--- src/rtl/ccu_pkg.sv ---
`timescale 1ns/1ps
package ccu_pkg;

    localparam int DW      = 8;
    localparam int FLAG_N  = 5;
    localparam int CCR_W   = 8;
    localparam int FILL_W  = CCR_W - FLAG_N;

    typedef enum logic [4:0] {
        OP_ADD  = 5'h00,
        OP_ADC  = 5'h01,
        OP_SUB  = 5'h02,
        OP_SBC  = 5'h03,
        OP_CMP  = 5'h04,
        OP_AND  = 5'h05,
        OP_ORA  = 5'h06,
        OP_EOR  = 5'h07,
        OP_BIT  = 5'h08,
        OP_LD   = 5'h09,
        OP_INC  = 5'h0A,
        OP_DEC  = 5'h0B,
        OP_TST  = 5'h0C,
        OP_NEG  = 5'h0D,
        OP_COM  = 5'h0E,
        OP_CLR  = 5'h0F,
        OP_ASL  = 5'h10,
        OP_ASR  = 5'h11,
        OP_LSR  = 5'h12,
        OP_ROL  = 5'h13,
        OP_ROR  = 5'h14,
        OP_SEC  = 5'h15,
        OP_CLC  = 5'h16,
        OP_SEI  = 5'h17,
        OP_CLI  = 5'h18,
        OP_LDCC = 5'h19
    } op_e;

    // Packed so that {fill, flags} lands H..C on bits 4..0
    typedef struct packed {
        logic h;
        logic i;
        logic n;
        logic z;
        logic c;
    } flags_t;

    localparam flags_t FLAGS_RST = '{h: 1'b0, i: 1'b1, n: 1'b0, z: 1'b0, c: 1'b0};
    localparam flags_t MASK_NONE = '{h: 1'b0, i: 1'b0, n: 1'b0, z: 1'b0, c: 1'b0};
    localparam flags_t MASK_ALL  = '{h: 1'b1, i: 1'b1, n: 1'b1, z: 1'b1, c: 1'b1};
    localparam flags_t MASK_NZ   = '{h: 1'b0, i: 1'b0, n: 1'b1, z: 1'b1, c: 1'b0};
    localparam flags_t MASK_NZC  = '{h: 1'b0, i: 1'b0, n: 1'b1, z: 1'b1, c: 1'b1};
    localparam flags_t MASK_HNZC = '{h: 1'b1, i: 1'b0, n: 1'b1, z: 1'b1, c: 1'b1};
    localparam flags_t MASK_C    = '{h: 1'b0, i: 1'b0, n: 1'b0, z: 1'b0, c: 1'b1};
    localparam flags_t MASK_I    = '{h: 1'b0, i: 1'b1, n: 1'b0, z: 1'b0, c: 1'b0};

    // Which flags an operation is allowed to change
    function automatic flags_t flag_mask(op_e op);
        case (op)
            OP_ADD, OP_ADC:                         return MASK_HNZC;
            OP_SUB, OP_SBC, OP_CMP, OP_NEG:         return MASK_NZC;
            OP_AND, OP_ORA, OP_EOR, OP_BIT,
            OP_LD,  OP_INC, OP_DEC, OP_TST:         return MASK_NZ;
            OP_COM, OP_CLR, OP_ASL, OP_ASR,
            OP_LSR, OP_ROL, OP_ROR:                 return MASK_NZC;
            OP_SEC, OP_CLC:                         return MASK_C;
            OP_SEI, OP_CLI:                         return MASK_I;
            OP_LDCC:                                return MASK_ALL;
            default:                                return MASK_NONE;
        endcase
    endfunction

    // Operations whose result goes back to a register or memory byte
    function automatic logic writes_result(op_e op);
        case (op)
            OP_ADD, OP_ADC, OP_SUB, OP_SBC,
            OP_AND, OP_ORA, OP_EOR, OP_LD,
            OP_INC, OP_DEC, OP_NEG, OP_COM,
            OP_CLR, OP_ASL, OP_ASR, OP_LSR,
            OP_ROL, OP_ROR:                         return 1'b1;
            default:                                return 1'b0;
        endcase
    endfunction

    // Operations served by the adder path
    function automatic logic uses_adder(op_e op);
        case (op)
            OP_ADD, OP_ADC, OP_SUB, OP_SBC, OP_CMP,
            OP_INC, OP_DEC, OP_NEG:                 return 1'b1;
            default:                                return 1'b0;
        endcase
    endfunction

    function automatic logic [CCR_W-1:0] pack_ccr(flags_t f);
        return {{FILL_W{1'b1}}, f};
    endfunction

endpackage

--- src/rtl/ccu_arith.sv ---
`timescale 1ns/1ps
module ccu_arith
    import ccu_pkg::*;
#(
    parameter int W = DW
) (
    input  op_e          op,
    input  logic [W-1:0] a,
    input  logic [W-1:0] b,
    input  logic         cin,
    output logic [W-1:0] res,
    output logic         half,
    output logic         cout
);

    localparam int HB = W / 2;

    logic [W-1:0]  x_op;
    logic [W-1:0]  y_op;
    logic          c_in;
    logic          is_sub;
    logic [W:0]    sum;
    logic [HB:0]   hsum;

    // Every operation on this path becomes x + y + c_in; subtraction
    // uses the inverted subtrahend and reports borrow as inverted carry.
    always_comb begin
        x_op   = a;
        y_op   = b;
        c_in   = 1'b0;
        is_sub = 1'b0;
        case (op)
            OP_ADD: begin
            end
            OP_ADC: begin
                c_in = cin;
            end
            OP_SUB, OP_CMP: begin
                y_op   = ~b;
                c_in   = 1'b1;
                is_sub = 1'b1;
            end
            OP_SBC: begin
                y_op   = ~b;
                c_in   = ~cin;
                is_sub = 1'b1;
            end
            OP_INC: begin
                y_op = '0;
                c_in = 1'b1;
            end
            OP_DEC: begin
                y_op = '1;
            end
            OP_NEG: begin
                x_op   = '0;
                y_op   = ~a;
                c_in   = 1'b1;
                is_sub = 1'b1;
            end
            default: begin
                y_op = '0;
            end
        endcase
    end

    assign sum  = {1'b0, x_op} + {1'b0, y_op} + {{W{1'b0}}, c_in};
    assign hsum = {1'b0, x_op[HB-1:0]} + {1'b0, y_op[HB-1:0]} + {{HB{1'b0}}, c_in};

    assign res  = sum[W-1:0];
    assign half = hsum[HB];
    assign cout = is_sub ? ~sum[W] : sum[W];

endmodule

--- src/rtl/ccu_logic.sv ---
`timescale 1ns/1ps
module ccu_logic
    import ccu_pkg::*;
#(
    parameter int W = DW
) (
    input  op_e          op,
    input  logic [W-1:0] a,
    input  logic [W-1:0] b,
    input  logic         cin,
    output logic [W-1:0] res,
    output logic         cout
);

    localparam int MSB = W - 1;

    always_comb begin
        res  = '0;
        cout = cin;
        case (op)
            OP_AND: res = a & b;
            OP_ORA: res = a | b;
            OP_EOR: res = a ^ b;
            OP_BIT: res = a & b;
            OP_LD:  res = b;
            OP_TST: res = a;
            OP_COM: begin
                res  = ~a;
                cout = 1'b1;
            end
            OP_CLR: begin
                res  = '0;
                cout = 1'b0;
            end
            OP_ASL: begin
                res  = {a[MSB-1:0], 1'b0};
                cout = a[MSB];
            end
            OP_ASR: begin
                res  = {a[MSB], a[MSB:1]};
                cout = a[0];
            end
            OP_LSR: begin
                res  = {1'b0, a[MSB:1]};
                cout = a[0];
            end
            OP_ROL: begin
                res  = {a[MSB-1:0], cin};
                cout = a[MSB];
            end
            OP_ROR: begin
                res  = {cin, a[MSB:1]};
                cout = a[0];
            end
            default: begin
                res  = '0;
                cout = cin;
            end
        endcase
    end

endmodule

--- src/rtl/ccu_flagmerge.sv ---
`timescale 1ns/1ps
module ccu_flagmerge
    import ccu_pkg::*;
#(
    parameter int W = DW
) (
    input  op_e               op,
    input  logic [W-1:0]      res,
    input  logic              half,
    input  logic              cout,
    input  logic [FLAG_N-1:0] load_val,
    input  flags_t            cur,
    output flags_t            nxt
);

    flags_t raw;
    flags_t msk;

    always_comb begin
        raw.h = half;
        raw.i = (op == OP_SEI);
        raw.n = res[W-1];
        raw.z = ~|res;
        raw.c = cout;
        case (op)
            OP_SEC:  raw.c = 1'b1;
            OP_CLC:  raw.c = 1'b0;
            OP_LDCC: raw   = flags_t'(load_val);
            default: begin
            end
        endcase
    end

    assign msk = flag_mask(op);
    assign nxt = flags_t'((raw & msk) | (cur & ~msk));

endmodule

--- src/rtl/ccu_ccr.sv ---
`timescale 1ns/1ps
module ccu_ccr
    import ccu_pkg::*;
(
    input  logic             clk,
    input  logic             rst,
    input  logic             we,
    input  flags_t           nxt,
    output flags_t           cur,
    output logic [CCR_W-1:0] ccr
);

    flags_t q;

    always_ff @(posedge clk) begin
        if (rst) begin
            q <= FLAGS_RST;
        end else if (we) begin
            q <= nxt;
        end
    end

    assign cur = q;
    assign ccr = pack_ccr(q);

endmodule

--- src/rtl/ccu_alu8.sv ---
`timescale 1ns/1ps
module ccu_alu8
    import ccu_pkg::*;
#(
    parameter int W = DW
) (
    input  logic             clk,
    input  logic             rst,
    input  logic [4:0]       op_i,
    input  logic [W-1:0]     a_i,
    input  logic [W-1:0]     b_i,
    input  logic             ccr_we_i,
    output logic [W-1:0]     res_o,
    output logic             res_we_o,
    output logic [CCR_W-1:0] ccr_o
);

    op_e          op;
    flags_t       cur_f;
    flags_t       nxt_f;
    logic [W-1:0] add_res;
    logic         add_h;
    logic         add_c;
    logic [W-1:0] lgc_res;
    logic         lgc_c;
    logic         sel_add;
    logic [W-1:0] res_sel;
    logic         c_sel;

    assign op = op_e'(op_i);

    ccu_arith #(.W(W)) i_arith (
        .op   (op),
        .a    (a_i),
        .b    (b_i),
        .cin  (cur_f.c),
        .res  (add_res),
        .half (add_h),
        .cout (add_c)
    );

    ccu_logic #(.W(W)) i_logic (
        .op   (op),
        .a    (a_i),
        .b    (b_i),
        .cin  (cur_f.c),
        .res  (lgc_res),
        .cout (lgc_c)
    );

    assign sel_add = uses_adder(op);
    assign res_sel = sel_add ? add_res : lgc_res;
    assign c_sel   = sel_add ? add_c   : lgc_c;

    ccu_flagmerge #(.W(W)) i_merge (
        .op       (op),
        .res      (res_sel),
        .half     (add_h),
        .cout     (c_sel),
        .load_val (b_i[FLAG_N-1:0]),
        .cur      (cur_f),
        .nxt      (nxt_f)
    );

    ccu_ccr i_ccr (
        .clk (clk),
        .rst (rst),
        .we  (ccr_we_i),
        .nxt (nxt_f),
        .cur (cur_f),
        .ccr (ccr_o)
    );

    assign res_o    = res_sel;
    assign res_we_o = writes_result(op);

endmodule

--- config.mk ---
export PLATFORM = sky130hd
export DESIGN_NAME = ccu_alu8
export DESIGN_NICKNAME = d
export VERILOG_FILES = /design/src/rtl/ccu_pkg.sv /design/src/rtl/ccu_arith.sv /design/src/rtl/ccu_logic.sv /design/src/rtl/ccu_flagmerge.sv /design/src/rtl/ccu_ccr.sv /design/src/rtl/ccu_alu8.sv
export SDC_FILE = /design/constraint.sdc
export NUM_CORES = 1
export LEC_CHECK = 0
export BUFFER_PORTS_ARGS = -buffer_cell sky130_fd_sc_hd__buf_2
export CORE_MARGIN = 2
export CORE_UTILIZATION = 60
export CTS_BUF_LIST = sky130_fd_sc_hd__clkbuf_4 sky130_fd_sc_hd__clkbuf_8
export DETAILED_ROUTE_END_ITERATION = 8
export PLACE_DENSITY_LB_ADDON = 0.25
export SLEW_MARGIN = 20
export SYNTH_ARGS = -nofsm -noshare
export SYNTH_HDL_FRONTEND = slang
export SYNTH_HIERARCHICAL = 1
export SYNTH_SLANG_ARGS = --single-unit
--- constraint.sdc ---
create_clock -name clk -period 8.7 [get_ports clk]
set_input_delay 1.74 -clock clk [delete_from_list [all_inputs] [get_ports clk]]
set_output_delay 1.74 -clock clk [all_outputs]
set_load 0.1 [all_outputs]
Word level (Yosys, flattened, before mapping) --
Memory sizes are Yosys's and may differ from the RTL's. Index checks and enable logic that the tools add are counted.
Operators by class: add/sub/neg operators 4, equality and inequality tests 24, muxes and demuxes 12, bitwise operators 11, reduce and logical (&&, ||, !) cells 10
Operator list (number):
- 8-bit case mux with 11 select lines | 1
- 5-bit equality test (second input constant) | 9
- 5-bit by 4-bit equality test with 1-bit output (second input constant) | 8
- 8-bit case mux with 4 select lines | 1
- 5-bit by 3-bit equality test with 1-bit output (second input constant) | 4
- 8-bit 2-to-1 mux | 2
- 8-bit inverter | 2
- 5-bit bitwise AND | 2
- 5-bit by 2-bit equality test with 1-bit output (second input constant) | 2
- 8-bit by 8-bit adder with 9-bit output | 1
- 9-bit by 1-bit adder with 9-bit output | 1
- 8-bit bitwise AND | 1
- 8-bit OR | 1
- 4-bit OR reduction | 2
- 8-bit OR reduction | 1
- 8-bit XOR | 1
- 1-bit case mux with 3 select lines | 2
- 2-bit OR reduction | 3
- 3-bit OR reduction | 2
- 4-bit by 4-bit adder with 5-bit output | 1
- 5-bit by 1-bit adder with 5-bit output | 1
- 5-bit by 1-bit equality test with 1-bit output (second input constant) | 1
- 5-bit logical NOT | 1
- 5-bit inverter | 1
- 6 further kinds | 10
Storage, ports and cells: register bits after elaboration 5, bits in read-only memories 208, input bits 24, memories 3
Memories:
- (no name shown) | depth 32, bits a word 5, rd ports 1, clocked after memory_dff 0, wr ports 0, RTL line ccu_pkg.sv:58 | case (op)
- (no name shown) | depth 32, bits a word 1, rd ports 1, clocked after memory_dff 0, wr ports 0, RTL line ccu_pkg.sv:74 | case (op)
- (no name shown) | depth 16, bits a word 1, rd ports 1, clocked after memory_dff 0, wr ports 0, RTL line ccu_pkg.sv:86 | case (op)

Longest topological paths before layout --
depth after elaboration 11, mapped depth 18

Cells and area by module --
The synthesis kept the hierarchy.
Modules (own cells, without submodules):
- ccu_logic | instances 1, cells an instance 126, area each 940.9 sq um
- ccu_arith | instances 1, cells an instance 97, area each 690.7 sq um
- ccu_flagmerge | instances 1, cells an instance 44, area each 300.3 sq um
- ccu_ccr | instances 1, cells an instance 25, area each 245.2 sq um
- ccu_alu8 | instances 1, cells an instance 18, area each 198.9 sq um

Worst setup path before layout --
OpenSTA, ideal clock, no wires.
path type input port to output port, start point input port op_i[4], end point output port res_o[6], data arrival time 4.550 ns, data required time 6.960 ns, slack 2.410 ns, cell stages on the path 11, path buffers 1, cells stage by stage or4b_4 buf_6 o21ai_0 a211oi_1 fa_1 fa_1 nand2b_1 a21oi_1 a31oi_1 xnor2_1 mux2_4
On the way: cells in the longest elaborated chain, start to end 6
RTL lines:
- start, declared | RTL line ccu_alu8.sv:9 | input logic [4:0] op_i,
- 5-bit by 2-bit equality test with 1-bit output (tied with other cells) | RTL line ccu_arith.sv:32 | case (op)
- 3-bit OR reduction (no source line) or 2-bit OR reduction (tied branches)
- 8-bit case mux with 4 select lines | RTL line ccu_arith.sv:32
- 8-bit by 8-bit adder with 9-bit output | RTL line ccu_arith.sv:67 | assign sum = {1'b0, x_op} + {1'b0, y_op} + {{W{1'b0}}, c_in};
- 9-bit by 1-bit adder with 9-bit output (*) | RTL line ccu_arith.sv:67
- via add_res[6] | RTL line ccu_alu8.sv:21 | logic [W-1:0] add_res;
- 8-bit 2-to-1 mux (*) | RTL line ccu_alu8.sv:52 | assign res_sel = sel_add ? add_res : lgc_res;
- end, declared | RTL line ccu_alu8.sv:13 | output logic [W-1:0] res_o,
The timed path passes the listed nets; every way through them passes the cells marked *.

Final worst setup path --
start point input port op_i[1], end point output port res_o[6]
Same word-level chain as after synthesis.

==> flow_metrics.env <==
export IMPL_status="completed"
export IMPL_worstMarginPinSlew_ns=0.807
export IMPL_die_w_um=66.9
export IMPL_postCtsHoldBufs=0
export IMPL_drc_errors=0
export IMPL_vias=2416
export IMPL_powerDensity_nw_per_um2=101
export IMPL_fp_row_count=22
export IMPL_first_pass_iters=6
export IMPL_yosysUniqueCellTypes=73
export IMPL_viasPerCell=6.37
export IMPL_port_buffers=37
export IMPL_worstPathMaxFanout=45
export IMPL_drive_above_1_share=0.211
export IMPL_grt_overflow=0
export IMPL_post_cts_resized=0
export IMPL_met3_usage=0.0321
export IMPL_p_seq_frac=0.102
export IMPL_core_area_um2=3740
export IMPL_multi_input_area_um2=2020
export IMPL_fin_crit_sh=0.846
export IMPL_startpoint_type="input port"
export IMPL_p_leak_nw=1.23
export IMPL_gp_congestion=0.883
export IMPL_r2r_end="i_ccr/ccr[1]"
export IMPL_ff2ff_setup_slack_ns=4.96
export IMPL_dp_final_hpwl_um=4420
export IMPL_die_h_um=66.9
export IMPL_endpoint="res_o[6]"
export IMPL_initial_core_util=0.635
export IMPL_cts_tree="done"
export IMPL_wl_um=6090
export IMPL_sw_frac_of_total=0.550
export IMPL_drtIter0Drc=234
export IMPL_cts_max_path_buffers=2
export IMPL_required_ns=6.96
export IMPL_diodes=0
export IMPL_r2r_start="i_ccr/ccr[0]"
export IMPL_irDropWorstVdd_uv=88.3
export IMPL_use_met2=0.496
export IMPL_slew_violations=0
export IMPL_postCtsSetupRepairBufs=0
export IMPL_htree_levels=1
export IMPL_postSynthRegisterBits=5
export IMPL_grt_pass1_vias=2156
export IMPL_synth_edff_count=0
export IMPL_grt_util_met1=0.381
export IMPL_slowest_delay_ns=0.62
export IMPL_setup_viol=0
export IMPL_async_flop_share=0
export IMPL_syn_inst=310
export IMPL_grtUsageTotal=0.286
export IMPL_largest_register_ffs=5
export IMPL_cts_made_buffers=3
export IMPL_startpoint="op_i[1]"
export IMPL_syn_area_um2=2380
export IMPL_power_net_switching_mw=0.141
export IMPL_area_growth_pct=6.85
export IMPL_antenna_found_initial=0
export IMPL_wl_per_cell_um=16.1
export IMPL_worstRegToRegCells=16
export IMPL_p_int_mw=0.116
export IMPL_yosysWarnings=6
export IMPL_fill_cells=343
export IMPL_grt_pass1_wl_um=10200
export IMPL_hold_class="flip-flop to flip-flop"
export IMPL_skew_ns=0.000223
export IMPL_crit_path_end_kind="output port"
export IMPL_cts_root_buf="clkbuf_8"
export IMPL_setup_ws_ns=1.34
export IMPL_cts_clk_slew_worst_paths_ns=0.04
export IMPL_grt_busiest_layer="met2"
export IMPL_p_comb_frac=0.717
export IMPL_pre_cts_ws_ns=1.39
export IMPL_cp_slowest_cell="buf_2"
export IMPL_rsz0062_at_grt="false"
export IMPL_ant_nets=0
export IMPL_yosysSeqAreaShare=0.0421
export IMPL_fmax_mhz=136
export IMPL_ys_flop_type="dfxtp_1"
export IMPL_nets=381
export IMPL_relSlewSlack=0.462
export IMPL_clock_sinks=5
export IMPL_crit_type="input port to output port"
export IMPL_cp_cell_sequence="buf_2, and2b_1, or3b_1, o21ai_0, a211oi_1, fa_1, fa_1, nand2b_1, a21oi_1, a31oi_1, xnor2_1, mux2_4, buf_2"
export IMPL_grt_max_degree=46
export IMPL_arrival_ns=5.62
export IMPL_seq_area_um2=100
export IMPL_clk_latency_ns=0.22
export IMPL_hold_viol=0
export IMPL_syn_avg_cell_area_um2=7.66
export IMPL_die_area_um2=4480
export IMPL_power_frac_clock=0.181
export IMPL_num_io_pins=41
export IMPL_setup_tns_ns=0
export IMPL_cap_violations=0
export IMPL_fin_crit_ns=7.36
[metal layers]
layer,vias to the layer above,share of wire
met5,-,0
met2,89,0.49
met1,1137,0.45
li1,1175,-
met4,0,0.018
met3,15,0.042
[cell usage in the layout (no fill, tap or decap), drive strengths merged, types with 5 or more instances in the layout]
master and instances:
a211o 7, a21oi 9, a22oi 17, and2 7, buf 39, dfxtp 5, ha 23, inv 28
mux2 12, mux2i 8, nand2 20, nand2b 5, nand3 9, nor2 19, nor3b 5, nor4bb 5
o21ai 22, xnor2 7, xor2 6
[cell families after synthesis]
family,synth area share
AND/OR/NAND/NOR,0.256
multiplexers,0.106
AO/OA/AOI/OAI,0.296
flip-flops,0.0421
buffers and inverters,0.112
XOR/XNOR,0.0479
adder cells (fa/ha/maj),0.138
other,0.00158
[worst min-delay path by stage]
stage | start | end | slack, ns | cells after the start
floorplan | i_ccr/ccr[0] | i_ccr/ccr[0] | 0.98 | 2
global placement | i_ccr/ccr[2] | i_ccr/ccr[2] | 0.52 | 2
detailed placement | i_ccr/ccr[2] | i_ccr/ccr[2] | 0.53 | 2
CTS | i_ccr/ccr[2] | i_ccr/ccr[2] | 0.54 | 2
global route | i_ccr/ccr[4] | i_ccr/ccr[4] | 0.55 | 2
finish | i_ccr/ccr[4] | i_ccr/ccr[4] | 0.55 | 2
[cell type report]
cell class | instances | share of cell area
multi-input combinational | 255 | 0.797
timing repair buffer | 39 | 0.0789
inverter | 28 | 0.0414
sequential | 5 | 0.0394
tap | 48 | 0.0237
clock buffer | 4 | 0.0192
[synthesized netlist by cell type (4+ instances only)]
cell      instances  area [um^2]
a211o_1           7         61.3
and2_1            6         37.5
buf_6             4         45.0
inv_1            28          105
nor2_1           19         71.3
nand2_1          19         71.3
buf_4             8         60.1
o21ai_0          20          100
dfxtp_1           5          100
a21oi_1           9         45.0
ha_1             23          288
a22oi_1          17          128
nand2b_1          5         31.3
nor4bb_1          5         50.1
mux2i_1           8         80.1
buf_2             8         40.0
clkbuf_1          4         15.0
nand3_1           9         45.0
a21o_1            4         30.0
xnor2_1           7         61.3
mux2_4           10          150
xor2_1            6         52.6
[critical path: cells and delay by family]
family	cells	cell delay, ns
multiplexers	1	0.16
adder cells (fa/ha/maj)	2	0.90
XOR/XNOR	1	0.16
AO/OA/AOI/OAI	4	0.66
buffers and inverters	2	1.04
AND/OR/NAND/NOR	3	0.95
[power by group through the flow]
| stage | Sequential (mW) | Combinational, mW | Clock [mW] |
|---|---|---|---|
| floorplan | 0.0353 | 0.140 | 0 |
| global placement | 0.0263 | 0.179 | 0 |
| detailed placement | 0.0264 | 0.182 | 0 |
| CTS | 0.0261 | 0.183 | 0.0475 |
| global route | 0.0262 | 0.198 | 0.0495 |
| finish | 0.0261 | 0.184 | 0.0467 |
[stage by stage]
stage | hold slack, ns | power (mW) | utilization | cells | instance area [um^2]
finish | 0.549 | 0.257 | 0.678 | 379 | 2540
global route | 0.551 | 0.273 | 0.678 | 379 | 2540
CTS | 0.540 | 0.257 | 0.676 | 379 | 2530
detailed placement | 0.529 | 0.209 | 0.663 | 375 | 2480
global placement | 0.521 | 0.206 | 0.663 | 375 | 2480
floorplan | 0.981 | 0.175 | - | 312 | 2380
(Power assumes the default switching activity.)
